**src/rtl/vtr_pkg.sv**
```systemverilog
package vtr_pkg;
  localparam int DATA_W    = 32;
  localparam int ADDR_W    = 12;
  localparam int IDX_W     = 5;
  localparam int NUM_TIM   = 16;
  localparam int TIM_W     = 12;
  localparam int TEST_W    = 11;
  localparam int BASE_W    = 22;
  localparam int PITCH_W   = 15;
  localparam int DIV_W     = 2;
  localparam int IEN_W     = 4;
  localparam int ID_W      = 3;

  localparam logic [IDX_W-1:0] IX_LINE   = 5'h00;
  localparam logic [IDX_W-1:0] IX_TIM_LO = 5'h01;
  localparam logic [IDX_W-1:0] IX_TIM_HI = 5'h10;
  localparam logic [IDX_W-1:0] IX_TEST   = 5'h12;
  localparam logic [IDX_W-1:0] IX_BASE   = 5'h13;
  localparam logic [IDX_W-1:0] IX_PITCH  = 5'h14;
  localparam logic [IDX_W-1:0] IX_SENSE  = 5'h15;
  localparam logic [IDX_W-1:0] IX_DIV    = 5'h17;
  localparam logic [IDX_W-1:0] IX_IEN    = 5'h19;
  localparam logic [IDX_W-1:0] IX_STAT   = 5'h1A;

  localparam logic [DATA_W-1:0] BASE_MASK  = 32'h003F_FFE0;
  localparam logic [DATA_W-1:0] PITCH_MASK = 32'h0000_7FE0;

  function automatic int tim_bits(input int k);
    if (k == 8)  return 10;
    if (k == 14) return 8;
    return TIM_W;
  endfunction

  function automatic logic [DATA_W-1:0] swap32(input logic [DATA_W-1:0] v);
    return {v[7:0], v[15:8], v[23:16], v[31:24]};
  endfunction
endpackage

```
**src/rtl/vtr_test_hs.sv**
```systemverilog
module vtr_test_hs #(
  parameter int          TW       = 11,
  parameter int          EN_BIT   = 10,
  parameter int          CNT_W    = 2,
  parameter logic [10:0] PREV_RST = 11'h433
) (
  input  logic          clk,
  input  logic          rst_n,
  input  logic          wr_en,
  input  logic [TW-1:0] wval,
  output logic [TW-1:0] test_o,
  output logic          disp_en_o
);
  localparam logic [CNT_W-1:0] CNT_MAX = {CNT_W{1'b1}};

  logic [TW-1:0]    test_q, prev_q;
  logic [CNT_W-1:0] cnt_q;
  logic             en_q;
  logic [CNT_W-1:0] cnt_nx;

  always_comb begin
    cnt_nx = (cnt_q == CNT_MAX) ? cnt_q : cnt_q + 1'b1;
  end

  always_ff @(posedge clk) begin
    if (!rst_n) begin
      test_q <= '0;
      prev_q <= PREV_RST[TW-1:0];
      cnt_q  <= '0;
      en_q   <= 1'b0;
    end else if (wr_en && (wval != test_q)) begin
      test_q <= wval;
      if (wval[EN_BIT] != test_q[EN_BIT]) begin
        cnt_q <= '0;
      end else begin
        cnt_q <= cnt_nx;
        if ((cnt_nx == CNT_MAX) && (wval[EN_BIT] != prev_q[EN_BIT])) begin
          en_q   <= ~wval[EN_BIT];
          prev_q <= wval;
        end
      end
    end
  end

  assign test_o    = test_q;
  assign disp_en_o = en_q;
endmodule

```
**src/rtl/vtr_irq.sv**
```systemverilog
module vtr_irq #(
  parameter int IEN_W = 4
) (
  input  logic             clk,
  input  logic             rst_n,
  input  logic             vbl_i,
  input  logic             disp_en,
  input  logic [IEN_W-1:0] ien,
  output logic [3:0]       status_o,
  output logic             irq_o
);
  logic vbl_q;

  always_ff @(posedge clk) begin
    if (!rst_n) vbl_q <= 1'b0;
    else        vbl_q <= vbl_i;
  end

  assign status_o = {vbl_q, vbl_q, 2'b00};
  assign irq_o    = status_o[2] & ien[2] & disp_en;
endmodule

```
**src/rtl/vtr_rd_lane.sv**
```systemverilog
module vtr_rd_lane (
  input  logic [31:0] word_i,
  input  logic [1:0]  off_i,
  input  logic [2:0]  size_i,
  output logic [31:0] rdata_o
);
  logic [7:0] b [4];
  logic [1:0] o2;

  always_comb begin
    for (int k = 0; k < 4; k++) b[k] = word_i[8*k +: 8];
    o2 = {off_i[1], 1'b0};
    case (size_i)
      3'd1:    rdata_o = {24'h0, b[off_i]};
      3'd2:    rdata_o = {16'h0, b[o2], b[o2 + 2'd1]};
      default: rdata_o = {b[0], b[1], b[2], b[3]};
    endcase
  end
endmodule

```
**src/rtl/vid_timing_regs.sv**
```systemverilog
module vid_timing_regs
  import vtr_pkg::*;
(
  input  logic                     clk,
  input  logic                     rst_n,
  input  logic                     bus_wr_i,
  input  logic                     bus_rd_i,
  input  logic [ADDR_W-1:0]        bus_addr_i,
  input  logic [2:0]               bus_size_i,
  input  logic [DATA_W-1:0]        bus_wdata_i,
  output logic [DATA_W-1:0]        bus_rdata_o,
  output logic                     bus_rvalid_o,
  input  logic                     vbl_i,
  input  logic [ID_W-1:0]          mon_id_i,
  output logic [2:0]               sense_o,
  output logic [NUM_TIM*TIM_W-1:0] timing_o,
  output logic [BASE_W-1:0]        fb_base_o,
  output logic [PITCH_W-1:0]       row_pitch_o,
  output logic [DIV_W-1:0]         clk_div_o,
  output logic                     disp_en_o,
  output logic                     reconf_o,
  output logic                     irq_o
);
  logic [IDX_W-1:0]  idx;
  logic [DATA_W-1:0] wval;
  logic [TIM_W-1:0]  tim_q [NUM_TIM];
  logic [BASE_W-1:0] base_q;
  logic [PITCH_W-1:0] pitch_q;
  logic [DIV_W-1:0]  div_q;
  logic [IEN_W-1:0]  ien_q;
  logic [2:0]        sense_q;
  logic [TEST_W-1:0] test_w;
  logic [3:0]        stat_w;
  logic              disp_w;
  logic              geom_hit;
  logic              reconf_q;
  logic [DATA_W-1:0] rword, rlane, rdata_q;
  logic              rvalid_q;

  assign idx  = bus_addr_i[8:4];
  assign wval = swap32(bus_wdata_i);

  for (genvar g = 0; g < NUM_TIM; g++) begin : g_tim
    localparam int          KB   = tim_bits(g + 1);
    localparam logic [TIM_W-1:0] MSK = TIM_W'((64'd1 << KB) - 64'd1);
    always_ff @(posedge clk) begin
      if (!rst_n) tim_q[g] <= '0;
      else if (bus_wr_i && idx == IDX_W'(g + 1)) tim_q[g] <= wval[TIM_W-1:0] & MSK;
    end
    assign timing_o[g*TIM_W +: TIM_W] = tim_q[g];
  end

  always_ff @(posedge clk) begin
    if (!rst_n) begin
      base_q  <= '0;
      pitch_q <= '0;
      div_q   <= '0;
      ien_q   <= '0;
      sense_q <= '0;
    end else if (bus_wr_i) begin
      case (idx)
        IX_BASE:  base_q  <= wval[BASE_W-1:0] & BASE_MASK[BASE_W-1:0];
        IX_PITCH: pitch_q <= wval[PITCH_W-1:0] & PITCH_MASK[PITCH_W-1:0];
        IX_DIV:   div_q   <= wval[DIV_W-1:0];
        IX_IEN:   ien_q   <= wval[IEN_W-1:0];
        IX_SENSE: sense_q <= wval[5:3];
        default: ;
      endcase
    end
  end

  vtr_test_hs #(.TW(TEST_W)) u_hs (
    .clk       (clk),
    .rst_n     (rst_n),
    .wr_en     (bus_wr_i && idx == IX_TEST),
    .wval      (wval[TEST_W-1:0]),
    .test_o    (test_w),
    .disp_en_o (disp_w)
  );

  vtr_irq #(.IEN_W(IEN_W)) u_irq (
    .clk      (clk),
    .rst_n    (rst_n),
    .vbl_i    (vbl_i),
    .disp_en  (disp_w),
    .ien      (ien_q),
    .status_o (stat_w),
    .irq_o    (irq_o)
  );

  assign geom_hit = (idx >= IX_TIM_LO && idx <= IX_TIM_HI) ||
                    idx == IX_BASE || idx == IX_PITCH || idx == IX_DIV;

  always_ff @(posedge clk) begin
    if (!rst_n) reconf_q <= 1'b0;
    else        reconf_q <= bus_wr_i && geom_hit && disp_w;
  end

  always_comb begin
    rword = '0;
    if (idx >= IX_TIM_LO && idx <= IX_TIM_HI) begin
      rword = DATA_W'(tim_q[idx - IX_TIM_LO]);
    end else begin
      case (idx)
        IX_TEST:  rword = DATA_W'(test_w);
        IX_BASE:  rword = DATA_W'(base_q);
        IX_PITCH: rword = DATA_W'(pitch_q);
        IX_SENSE: rword = DATA_W'({mon_id_i, 6'b0});
        IX_DIV:   rword = DATA_W'(div_q);
        IX_IEN:   rword = DATA_W'(ien_q);
        IX_STAT:  rword = DATA_W'(stat_w);
        default:  rword = '0;
      endcase
    end
  end

  vtr_rd_lane u_lane (
    .word_i  (rword),
    .off_i   (bus_addr_i[1:0]),
    .size_i  (bus_size_i),
    .rdata_o (rlane)
  );

  always_ff @(posedge clk) begin
    if (!rst_n) begin
      rdata_q  <= '0;
      rvalid_q <= 1'b0;
    end else begin
      rvalid_q <= bus_rd_i;
      if (bus_rd_i) rdata_q <= rlane;
    end
  end

  assign bus_rdata_o  = rdata_q;
  assign bus_rvalid_o = rvalid_q;
  assign sense_o      = sense_q;
  assign fb_base_o    = base_q;
  assign row_pitch_o  = pitch_q;
  assign clk_div_o    = div_q;
  assign disp_en_o    = disp_w;
  assign reconf_o     = reconf_q;
endmodule

```
**config.mk**
```make
export PLATFORM = sky130hd
export DESIGN_NAME = vid_timing_regs
export DESIGN_NICKNAME = d
export VERILOG_FILES = /design/src/rtl/vtr_pkg.sv /design/src/rtl/vtr_test_hs.sv /design/src/rtl/vtr_irq.sv /design/src/rtl/vtr_rd_lane.sv /design/src/rtl/vid_timing_regs.sv
export SDC_FILE = /design/constraint.sdc
export NUM_CORES = 1
export LEC_CHECK = 0
export BUFFER_PORTS_ARGS = -buffer_cell sky130_fd_sc_hd__buf_2
export CAP_MARGIN = 20
export CORE_UTILIZATION = 45
export DETAILED_ROUTE_END_ITERATION = 8
export PLACE_DENSITY = 0.74
export SLEW_MARGIN = 15
export SYNTH_ARGS = -nofsm -noshare
export SYNTH_HDL_FRONTEND = slang
export SYNTH_SLANG_ARGS = --single-unit
```
**constraint.sdc**
```tcl
create_clock -name clk -period 3.58 [get_ports clk]
set_clock_uncertainty 0.15 [all_clocks]
set_input_delay 0.537 -clock clk [delete_from_list [all_inputs] [get_ports clk]]
set_output_delay 0.537 -clock clk [all_outputs]
set_load 0.05 [all_outputs]
```
# [Word level (Yosys, flattened, before mapping)]
# Memories as Yosys holds them, arrays and structs flattened.
# Cells that the tools add are included.
[classes] bitwise_logic=23 n_eq_ne=30 reduce_logical=31 order_cmp=5 add_sub_neg=3 muxes=79
[op_table] cell="$mux W12" count=16
[op_table] cell="$pmux W22 S7" count=1
[op_table] cell="$pmux W32 S2" count=1
[op_table] cell="$mux W1" count=49
[op_table] cell="$bmux W8 S2" count=3
[op_table] cell="$mux W8" count=6
[op_table] cell="$eq A5 B4 Y1 const B" count=8
[op_table] cell="$eq A5 B5 Y1 const B" count=8
[op_table] cell="$logic_and A1 B1 Y1" count=22
[op_table] cell="$mux W22" count=1
[op_table] cell="$eq A5 B3 Y1 const B" count=4
[op_table] cell="$or A1 B1 Y1" count=16
[op_table] cell="$ne A11 B11 Y1" count=1
[op_table] cell="$eq A5 B2 Y1 const B" count=2
[op_table] cell="$reduce_and A2 Y1" count=5
[op_table] cell="$ge A3 B3 Y1 const B" count=3
[op_table] cell="$not A2 Y3" count=3
[op_table] cell="$eq A5 B1 Y1 const B" count=1
[op_table] cell="$ge A5 B1 Y1 const B" count=1
[op_table] cell="$le A5 B5 Y1 const B" count=1
[op_table] cell="$add A2 B1 Y2 const B" count=2
[op_table] cell="$eq A2 B2 Y1 const B" count=2
[op_table] cell="$mux W2" count=2
[op_table] cell="$sub A4 B1 Y4 const B" count=1
[op_table] cell="7 further kinds" count=12
[totals] n_memories=1 out_inout_bits=270 ram_bits=192 reg_bits=96
[mem_list] name="tim_q" depth=16 width=12 rd=17 rd_ports_with_merged_regs=0 write_ports=16 line_no="vid_timing_regs.sv:26" rtl="logic [TIM_W-1:0] tim_q [NUM_TIM];"

# [Longest topological paths before layout]
[depth] depth_word=7 ltp_mapped=14 ltp_nobuf=8

# [Hierarchy]
# From an unflattened synthesis, not the netlist that was laid out.
[hier_totals] hier_cells=1131 area_unflattened_um2=13356.6
[by_module_without_submodules] mod="vid_timing_regs" seq_area_each_um2=6986.7 cells_each=966 area_each_um2=12002.8 n_inst=1
[by_module_without_submodules] mod="vtr_test_hs" seq_area_each_um2=300.3 cells_each=76 area_each_um2=738.2 n_inst=1
[by_module_without_submodules] mod="vtr_rd_lane" seq_area_each_um2=0.0 cells_each=81 area_each_um2=549.3 n_inst=1
[by_module_without_submodules] mod="vtr_irq" seq_area_each_um2=20.0 cells_each=8 area_each_um2=66.3 n_inst=1

# [Worst setup path before layout]
# OpenSTA, ideal clock, no wires.
[synth_path] path_type="input-to-reg" start="in bus_addr_i[4]" end="mem tim_q[5][0] (enable)" path_buffers=5 path_slack_ps=223 cell_stages=9 arrival_time_ps=2809 required_ps=3032 setup_ps=398 path_cell_list="buf_6 buf_4 buf_2 inv_1 ha_1 clkbuf_1 nand2_1 clkbuf_1 o21ai_0"
[synth_lines] item="start: declaration" line_no="vid_timing_regs.sv:8" rtl="input logic [ADDR_W-1:0] bus_addr_i,"
[synth_lines] item="end: declaration" line_no="vid_timing_regs.sv:26"

# [Worst setup path in the final report]
[layout_path] start="in bus_addr_i[4]" end="reg rdata_q[12], in the netlist bus_rdata_o[12]"
[layout_between] elab_chain_len=7
[layout_lines] item="$sub A4 B1 Y4, or another cell as far along" line_no="vid_timing_regs.sv:102" rtl="rword = DATA_W'(tim_q[idx - IX_TIM_LO]);"
[layout_lines] item="$mem_v2 Z16 W12, or another cell as far along"
[layout_lines] item="$mux W22 *" line_no="vid_timing_regs.sv:101" rtl="if (idx >= IX_TIM_LO && idx <= IX_TIM_HI) begin"
[layout_lines] item="$bmux W8 S2" line_no="vtr_rd_lane.sv:15" rtl="3'd2: rdata_o = {16'h0, b[o2], b[o2 + 2'd1]};"
[layout_lines] item="$mux W8 (not written as such) (2 in series)" line_no="vtr_rd_lane.sv:15"
[layout_lines] item="$pmux W32 S2 *" line_no="vtr_rd_lane.sv:13" rtl="case (size_i)"
[layout_lines] item="end signal: assignment" line_no="vid_timing_regs.sv:130" rtl="if (bus_rd_i) rdata_q <= rlane;"
[layout_lines] item="end: declaration" line_no="vid_timing_regs.sv:37" rtl="logic [DATA_W-1:0] rword, rlane, rdata_q;"
# Mark *: on every way between the ends. The rest lies on a longest branch, timed or not. The select of a mux whose other input is x is not followed.
# A chain may end at the register's enable or synchronous reset.

==> run_results.csv <==
group,metric,value,unit
yosys,ys_seq_elements,272,
grt,grt_max_degree,59,
yosys,synth_top_family_by_area,"simple AND/OR/NAND/NOR gates",
finish,final_common_cell,"buf_2",
route,wl_per_cell,22.97,µm
clocking,cts_root_buffer,"clkbuf_16",
setup_path,slowest_stage,"a31oi_1",
yosys,synth_mux_area_share,9.262,%
die,die_area,0.02911,mm²
yosys,postSynthCellCount,1102,
die,die_width,170.6,µm
sta,rsz0062_at_grt,"false",
clocking,post_cts_buffers,0,
clocking,clockBufferDepth,3,
clocking,clock_sinks,272,
die,initial_core_util,45.92,%
yosys,synth_compound_area_share,9.183,%
route,drt_iter0_drc,951,
yosys,yosysSeqAreaShare,57.11,%
sta,holdWs,0.06314,ns
setup_path,cpMostUsedCell,"buf_4",
power_and_ir_drop,peakVddDrop,0.4269,mV
clocking,cts.clk_slew.worst_paths,0.06,ns
sta,post-route-period-util,74.88,%
setup_path,crit_chain,"buf_4 > inv_1 > ha_2 > or3b_1 > a22o_1 > buf_4 > and3_1 > a31oi_1 > o21a_1 > o22ai_1",
route,antenna_left,0,
route,wl_met1,16130,µm
clocking,clk_latency,0.57,ns
setup_path,cp_max_fo,8,
clocking,htreeDepth,1,
grt,grt_pass1_vias,9570,
route,viasPerCell,5.608,
yosys,synthAdderAreaFrac,0.3912,%
clocking,cts_resized,0,
yosys,synthFlopType,"edfxtp_1",
route,dr.pass1.iters,8,
yosys,synth_enable_flop_cells,186,
power_and_ir_drop,leakagePower,6.248,nW
die,num_io_pins,325,
route,totalWireLength,40790,µm
finish,syn2layout_area_growth,21.80,%
sta,final_max_slew_viol_count,0,
sta,slew_headroom,26.26,%
sta,min_period,2.681,ns
clocking,tritoncts,"done",
yosys,yosys.area_share.simple,18.48,%
placed_design,hpwlAfterDp,29370,µm
flow_run,cap_violations,0,
grt,globalRouteTotalUtil,27.71,%
sta,fmax,0.3731,GHz
finish,final_cell_mix,"buf_2, edfxtp_1, and2_1",
route,drc,0,
setup_path,start_kind,"input port",
grt,grt_pass1_wl,59450,µm
setup_path,max_stage_delay,0.45,ns
sta,finalHoldViolations,0,
sta,tns,0,ns
yosys,post_synth_xor_area_fraction,1.086,%
setup_path,critPathKind,"in2reg",
setup_path,cp.required,3.85,ns
die,num_rows,61,
sta,worst_pin_slew,1.102,ns
die,die_height,170.6,µm
route,top_layer,"met4",
yosys,syn_area_per_cell,11.61,µm²
power_and_ir_drop,cellPowerDensity,509.9,mW/mm²
setup_path,arrival,2.95,ns
route,wl_met3,3834,µm
clocking,numCtsBuffers,29,
placed_design,place_congestion,0.9204,
worst_hold_path,min_path_type,"in2reg",
die,core_area,0.02786,mm²
run_status,status,"completed",
yosys,synth.distinct_cells,73,
finish,drive_above_1_share,31.66,%
yosys,async_flop_share,0,%
grt,grt_overflow,0,
finish,nets,1432,
clocking,cts_hold_buf,0,
placed_design,io_buffers,293,
yosys,ys_warn_count,0,
finish,final_util,55.94,%
route,route.met2.wl,19380,µm
grt,grt_antenna_before_repair,2,
route,vias,9959,
yosys,synthesis.area,0.01279,mm²
sta,final-setup-viol-count,0,
setup_path,setup.worst_path.end_class,"flop",
## critical path, delay by kind of cell
family                   cells  cell delay (ns)
AO/OA/AOI/OAI                4             1.03
buffers and inverters        3             0.46
AND/OR/NAND/NOR              2             0.59
adder cells (fa/ha/maj)      1             0.33
## kinds of logic after synthesis
group / count (synthesis)
AND/OR/NAND/NOR: 451
AO/OA/AOI/OAI: 176
other: 1
adder cells (fa/ha/maj): 4
XOR/XNOR: 15
multiplexers: 63
flip-flops: 272
buffers and inverters: 120
## report_power, final
part	leakage [nW]	switching (mW)	internal, mW
sequential	2.47	0.0829	3.49
combinational	3.30	1.02	0.337
clock	0.476	1.27	1.74
## synthesized netlist by cell type (3+ instances only)
library cell  count  area [µm²]
buf_1             3       11.26
a22o_1            5       43.79
and3_1            5       31.28
ha_1              4       50.05
mux4_2           44       991.0
clkbuf_1         67       251.5
buf_4            23       172.7
a221oi_1          4       35.03
nor2b_1           7       43.79
or3_1             5       31.28
edfxtp_1        186        5585
a222oi_1          3       30.03
a211oi_1          3       22.52
o21ai_0          32       160.2
a2bb2oi_1         3       26.28
dfxtp_1          86        1722
buf_2            14       70.07
nor2_1           39       146.4
nand3_1          33       165.2
nand3b_1          3       22.52
nand2b_1          7       43.79
inv_1            10       37.54
and4b_1           4       40.04
a21oi_1          62       310.3
nor3_1           20       100.1
nand2_1         138       518.0
mux2i_1          16       160.2
o21a_1            5       37.54
and2_1          175        1095
mux2_2            3       33.78
a22oi_1          21       157.7
xor2_1           12       105.1
## stage by stage
step | instances | setup slack [ns] | total power, mW | cell area, µm²
after floorplan | 1117 | 0.2229 | 4.579 | 12850
after global placement | 1720 | 0.4067 | 4.972 | 14620
after detailed placement | 1720 | 0.3606 | 4.985 | 14620
after CTS | 1774 | 0.9463 | 7.976 | 15580
after global routing | 1776 | 0.7564 | 8.176 | 15580
final | 1776 | 0.8994 | 7.945 | 15580
## per-layer routing
metal / vias to the layer above / global-route usage, %
met5: - / 0
met4: 0 / 11.36
met3: 77 / 5.714
met2: 523 / 43.69
met1: 4890 / 37.32
li1: 4469 / -
## area by class of cell
cell class,instances,area [µm²]
repair buffers,334,1814
flip-flops and latches,272,7307
multi-input cells,725,4984
fillers,2392,12280
well taps,378,473.0
inverters,11,41.29
diodes,2,5.005
clock inverters,17,151.4
clock buffers,37,807.0
## flip-flops by register name, summed over array words and instances (netlist names)
signal,cells
clk_div_o,2
sense_o,3
u_hs.prev_q,1
row_pitch_o,10
bus_rdata_o,32
u_hs.cnt_q,2
bus_rvalid_o,1
fb_base_o,17
u_hs.disp_en_o,1
u_irq.vbl_q,1
u_hs.test_o,11
tim_q,186
reconf_o,1
ien_q,4
## worst paths after layout
check                   from  slack (ns)         endpoint  cells after the start
max reg2reg      tim_q[0][7]        1.20   bus_rdata_o[7]                      5
min reg2reg  bus_rdata_o[30]        0.31  bus_rdata_o[30]                      2
max            bus_addr_i[4]        0.90  bus_rdata_o[12]                     10
min                    vbl_i        0.06      u_irq.vbl_q                      2
Power figures use the tool's default switching activity.
